### src/rtl/lol_fallback_pkg.sv
package lol_fallback_pkg;

  // Which clock the recovery loop follows
  typedef enum logic {
    ST_LINE = 1'b0,
    ST_REF  = 1'b1
  } srcState_t;

  // Strobes from the control to the meter
  typedef struct packed {
    logic useRef;   // reference selected: report zero error
  } ctrlStrb_t;

  // Results from the meter to the control
  typedef struct packed {
    logic winEnd;   // last cycle of the current window
    logic excess;   // window total outside tolerance (valid with winEnd)
  } meterStat_t;

endpackage

### src/rtl/lol_freq_meter.sv
module lol_freq_meter
  import lol_fallback_pkg::*;
#(
  parameter int WIN_LEN = 65536,
  parameter int TOL_CNT = 328,
  parameter int EDGE_W  = 2,
  parameter int CNT_W   = 18
) (
  input  logic              clk,
  input  logic              rstN,
  input  logic [EDGE_W-1:0] lineEdges,
  input  ctrlStrb_t         strb,
  output meterStat_t        stat,
  output logic [CNT_W-1:0]  measCount
);

  localparam int WIN_W = (WIN_LEN > 1) ? $clog2(WIN_LEN) : 1;
  localparam logic [WIN_W-1:0] WIN_LAST = WIN_W'(WIN_LEN - 1);
  localparam logic [CNT_W-1:0] WIN_C    = CNT_W'(WIN_LEN);
  localparam logic [CNT_W-1:0] TOL_C    = CNT_W'(TOL_CNT);

  logic [WIN_W-1:0] winCnt;
  logic [CNT_W-1:0] accum;
  logic [CNT_W-1:0] total;
  logic [CNT_W-1:0] errMag;

  // Window timer
  always_ff @(posedge clk or negedge rstN) begin
    if (!rstN)                 winCnt <= '0;
    else if (winCnt == WIN_LAST) winCnt <= '0;
    else                       winCnt <= winCnt + 1'b1;
  end

  assign stat.winEnd = (winCnt == WIN_LAST);

  // The total includes the edges of the boundary cycle itself
  assign total  = accum + CNT_W'(lineEdges);
  assign errMag = (total >= WIN_C) ? (total - WIN_C) : (WIN_C - total);
  assign stat.excess = (errMag >= TOL_C);

  always_ff @(posedge clk or negedge rstN) begin
    if (!rstN) begin
      accum     <= '0;
      measCount <= '0;
    end else if (stat.winEnd) begin
      accum     <= '0;
      measCount <= strb.useRef ? WIN_C : total;
    end else begin
      accum     <= total;
    end
  end

  AST_REF_ZERO_ERR: assert property (@(posedge clk) disable iff (!rstN)
    (stat.winEnd && strb.useRef) |=> (measCount == WIN_C));

  AST_WIN_SINGLE: assert property (@(posedge clk) disable iff (!rstN)
    stat.winEnd |=> !stat.winEnd);

endmodule

### src/rtl/lol_fallback_ctrl.sv
module lol_fallback_ctrl
  import lol_fallback_pkg::*;
(
  input  logic       clk,
  input  logic       rstN,
  input  logic       noSignal,
  input  logic       modeE3,
  input  meterStat_t stat,
  output ctrlStrb_t  strb,
  output logic       lolFlag,
  output logic       selRef,
  output logic       e3Status
);

  srcState_t state;

  // Decisions are taken only at window boundaries
  always_ff @(posedge clk or negedge rstN) begin
    if (!rstN) begin
      state <= ST_REF;
    end else if (stat.winEnd) begin
      case (state)
        ST_REF:  if (!noSignal) state <= ST_LINE;
        ST_LINE: if (noSignal || stat.excess) state <= ST_REF;
        default: state <= ST_REF;
      endcase
    end
  end

  always_ff @(posedge clk or negedge rstN) begin
    if (!rstN) e3Status <= 1'b0;
    else       e3Status <= modeE3;
  end

  assign selRef      = (state == ST_REF);
  assign lolFlag     = (state == ST_REF);
  assign strb.useRef = (state == ST_REF);

  AST_SEL_AT_BOUNDARY: assert property (@(posedge clk) disable iff (!rstN)
    !stat.winEnd |=> $stable(selRef));

  AST_NOSIG_FALLBACK: assert property (@(posedge clk) disable iff (!rstN)
    (stat.winEnd && noSignal) |=> (lolFlag && selRef));

  AST_EXCESS_DECLARE: assert property (@(posedge clk) disable iff (!rstN)
    (stat.winEnd && stat.excess && !selRef) |=> lolFlag);

  AST_REF_RELEASE: assert property (@(posedge clk) disable iff (!rstN)
    (stat.winEnd && selRef && !noSignal) |=> (!lolFlag && !selRef));

endmodule

### src/rtl/lol_fallback_top.sv
module lol_fallback_top
  import lol_fallback_pkg::*;
#(
  parameter int WIN_LEN = 65536,
  parameter int TOL_CNT = 328,
  parameter int EDGE_W  = 2,
  localparam int CNT_W  = $clog2(((2 ** EDGE_W) - 1) * WIN_LEN + 1)
) (
  input  logic              refClk,
  input  logic              rstN,
  input  logic [EDGE_W-1:0] lineEdges,
  input  logic              noSignal,
  input  logic              modeE3,
  output logic              lolFlag,
  output logic              selRef,
  output logic              e3Status,
  output logic [CNT_W-1:0]  measCount
);

  ctrlStrb_t  strb;
  meterStat_t stat;

  lol_freq_meter #(
    .WIN_LEN(WIN_LEN),
    .TOL_CNT(TOL_CNT),
    .EDGE_W (EDGE_W),
    .CNT_W  (CNT_W)
  ) uMeter (
    .clk      (refClk),
    .rstN     (rstN),
    .lineEdges(lineEdges),
    .strb     (strb),
    .stat     (stat),
    .measCount(measCount)
  );

  lol_fallback_ctrl uCtrl (
    .clk     (refClk),
    .rstN    (rstN),
    .noSignal(noSignal),
    .modeE3  (modeE3),
    .stat    (stat),
    .strb    (strb),
    .lolFlag (lolFlag),
    .selRef  (selRef),
    .e3Status(e3Status)
  );

endmodule

### config.mk
export PLATFORM = sky130hd
export DESIGN_NAME = lol_fallback_top
export DESIGN_NICKNAME = d
export VERILOG_FILES = /design/src/rtl/lol_fallback_pkg.sv /design/src/rtl/lol_freq_meter.sv /design/src/rtl/lol_fallback_ctrl.sv /design/src/rtl/lol_fallback_top.sv
export SDC_FILE = /design/constraint.sdc
export NUM_CORES = 1
export LEC_CHECK = 0
export BUFFER_PORTS_ARGS = -buffer_cell sky130_fd_sc_hd__buf_4
export CAP_MARGIN = 20
export CORE_ASPECT_RATIO = 0.8
export CORE_MARGIN = 5
export CORE_UTILIZATION = 58
export CTS_CLUSTER_DIAMETER = 30
export DETAILED_ROUTE_END_ITERATION = 8
export PLACE_DENSITY_LB_ADDON = 0.3
export SLEW_MARGIN = 15
export SYNTH_ARGS = -nofsm -noshare
export SYNTH_HDL_FRONTEND = slang
export SYNTH_HIERARCHICAL = 1
export SYNTH_SLANG_ARGS = --single-unit
### constraint.sdc
create_clock -name refClk -period 3.45 [get_ports refClk]
set_input_delay 0.5175 -clock refClk [delete_from_list [all_inputs] [get_ports refClk]]
set_output_delay 0.5175 -clock refClk [all_outputs]
set_load 0.05 [all_outputs]
==> run_results.csv <==
group,metric,value,unit
status,status,"complete, no violations",
finish,num_antenna_cells,0,
detailed_routing,drt_iter0_markers,136,
timing,setup_viol,0,
cts,clk_pin_slew,0.09,ns
grt,grt_pass1_wl,8700,um
timing,relSlewSlack,0.574,
logic_synthesis,yosys.area.top_type,"dfrtp_1",
worst_setup_path,path_class,"register to register",
timing,tightest_slew,0.623,ns
placed_design,gp_congestion,0.871,
timing,hold_viol_final,0,
cts,clkLatencyLatePin,0.30,ns
detailed_routing,routed_wl,4850,um
grt,grt_max_degree,55,
floorplan,start_util,0.608,
cts,cts-buffers-inserted,5,
logic_synthesis,synthTopCellsByArea,"dfrtp_1, xnor2_1, xor2_1",
timing,maxSlewViolCount,0,
finish,nets,278,
worst_setup_path,cp_max_fo,5,
grt,overflow,0,
floorplan,fp.dieW,84.7,um
logic_synthesis,synthArstFlopShare,1.00,
power_and_ir_drop,intPower,955,uW
cts,clk_root_buffer_cell,"clkbuf_8",
worst_setup_path,cp.arrival,3.05,ns
cts,max-clock-path-buffers,2,
logic_synthesis,yosysWarnings,6,
logic_synthesis,netlist_instances,244,
logic_synthesis,synth.top_cell.area_share,0.513,
timing,worst_hold_slack,0.239,ns
power_and_ir_drop,combPwrFrac,0.230,
floorplan,rows,21,
detailed_routing,ant_nets,0,
floorplan,io-pin-count,27,
power_and_ir_drop,clock_power_share,0.230,
cts,htree_levels,2,
power_and_ir_drop,switching_power,467,uW
logic_synthesis,syn_nets,254,
logic_synthesis,syn_avg_cell_area,10.6,um^2
power_and_ir_drop,powerDensity,494,mW/mm^2
worst_setup_path,required,3.67,ns
grt,grt_pass1_vias,1775,
detailed_routing,viasPerCell,5.64,
power_and_ir_drop,power_frac_seq,0.540,
finish,num-fill-cells,354,
timing,min_period,2.83,ns
timing,fin_crit_sh,0.821,
timing,fmax,353,MHz
floorplan,die_h,69.7,um
detailed_routing,drc,0,
finish,drive_gt1_frac,0.171,
power_and_ir_drop,netSwitchingFraction,0.328,
timing,tns,0,ns
detailed_routing,via_count,1838,
logic_synthesis,synth_ff_type,"dfrtp_1",
run,drv_cap,0,
cts,cts_tree,"done",
floorplan,core-area,0.00426,mm^2
cts,cts_hold_buf,0,
placed_design,place_hpwl,3440,um
placed_design,portBuffers,26,
cts,cts_sinks,54,
hold_path,hp-class,"primary input to asynchronous set/reset pin",
logic_synthesis,synth.distinct_cells,50,
power_and_ir_drop,leakagePower,1.32,nW
finish,design_area,0.00288,mm^2
detailed_routing,drtPass1Iterations,4,
worst_setup_path,reg2reg_from,"uMeter/accum[0]$_DFF_PN0_",
timing,rsz0062_at_grt,"no",
grt,track_usage,0.182,
logic_synthesis,synth_edf_count,0,
finish,synthToLayoutAreaGrowth,11.4,%
detailed_routing,routedWlPerCell,14.9,um
cts,cts_resized,0,
timing,clock_skew,0.00575,ns
power_and_ir_drop,ir_worst_vdd,0.000333,V
worst_setup_path,end_kind,"register",
logic_synthesis,seq_area_frac_synth,0.523,
cts,cts_setup_buffers,0,
logic_synthesis,synth_area,0.00259,mm^2
worst_setup_path,worst_setup_path_start_kind,"register",
logic_synthesis,synth-seq-cells,54,
floorplan,dieArea,0.00590,mm^2
grt,grt_antenna_before_repair,0,
worst_setup_path,startpoint,"uMeter/accum[0]$_DFF_PN0_",
placed_design,place_area,0.00280,mm^2
critical path, cell delays in order (launching register included):
cell and delay (ns):
dfrtp_1 0.38, ha_1 0.23, fa_1 0.47, nand2_2 0.14, nor2_4 0.06, and4_1 0.21
xnor2_1 0.27, nand2_1 0.08, or4_1 0.48, a221o_1 0.30, nand2b_1 0.07, a31oi_1 0.08
stage by stage:
| stage | util | cells | setup WS [ns] | power, mW |
|---|---|---|---|---|
| after global placement | 0.658 | 318 | 0.402 | 1.09 |
| after floorplan | - | 244 | 0.628 | 1.03 |
| final | 0.677 | 326 | 0.616 | 1.42 |
| after global routing | 0.677 | 326 | 0.406 | 1.52 |
| after CTS | 0.677 | 326 | 0.617 | 1.42 |
| after detailed placement | 0.658 | 318 | 0.354 | 1.10 |
worst paths after layout:
check | end | slack [ns] | cells past startpoint
setup / recovery | uCtrl/lolFlag$_DFFE_PN1P_ | 0.62 | 11
hold / removal | uMeter/measCount[14]$_DFFE_PN0P_ | 0.24 | 1
setup reg to reg | uCtrl/lolFlag$_DFFE_PN1P_ | 0.62 | 11
hold reg to reg | uMeter/winCnt[14]$_DFF_PN0_ | 0.48 | 1
max in group asynchronous | uMeter/measCount[11]$_DFFE_PN0P_ | 2.78 | 1
min in group refClk | uCtrl/e3Status$_DFF_PN0_ | 0.32 | 1
power by group through the flow:
stage               Clock, mW  Sequential, mW  Combinational, mW
floorplan                   0           0.745              0.289
global placement            0           0.778              0.312
detailed placement          0           0.778              0.317
CTS                     0.339           0.766              0.319
global route            0.371           0.779              0.366
finish                  0.328           0.767              0.327
sequential cells by signal (all words and copies together), names as in the netlist:
signal / flops
uMeter/accum: 18
uMeter/measCount: 18
uMeter/winCnt: 16
uCtrl/e3Status: 1
uCtrl/lolFlag: 1
cell usage in the layout, fill, tap and decap left out, types with 3 or more instances in the layout:
master     n
o31ai_1   13
nand4_1    8
dfrtp_1   53
xnor2_1   15
nand3_1   10
inv_1      5
nand2_1   28
clkbuf_8   5
buf_4     27
clkbuf_1   3
and2_1     4
nand3b_1   3
a21oi_1    3
nor2_1    33
ha_1       3
xor2_1    15
and3_1     3
cell type report:
type | count | area (um^2) | share of cell area
clock buffers | 8 | 80.1 | 0.0278
inverters | 6 | 22.5 | 0.00782
multi-input cells | 174 | 1150 | 0.400
flip-flops and latches | 54 | 1350 | 0.470
well taps | 57 | 71.3 | 0.0248
repair buffers | 27 | 203 | 0.0704
cells by family after synthesis:
| kind of cell | Yosys count | synth area share |
|---|---|---|
| adder cells (fa/ha/maj) | 4 | 0.0223 |
| flip-flops | 54 | 0.523 |
| XOR/XNOR | 31 | 0.108 |
| AO/OA/AOI/OAI | 31 | 0.0924 |
| buffers and inverters | 16 | 0.0319 |
| AND/OR/NAND/NOR | 108 | 0.223 |
cell usage after synthesis, drive strengths merged (2+ instances only):
cell,n
nor4,3
dfrtp,53
o31ai,13
and2,4
a22o,2
a2111oi,2
xnor2,16
inv,6
nand3,10
buf,6
clkbuf,4
ha,3
a31oi,2
nor2,34
and4,3
nand4,9
nand2,29
and3,4
nand3b,3
xor2,15
a21oi,4
nor3,3
per-layer routing:
layer	global-route usage	part of all wire	vias to the layer above
met3	0.0451	0.048	4
met5	0	0	-
met4	0.0527	0.0083	0
met2	0.260	0.44	49
li1	-	-	892
met1	0.272	0.51	893
Note: power is estimated with default switching activity, not from simulation.
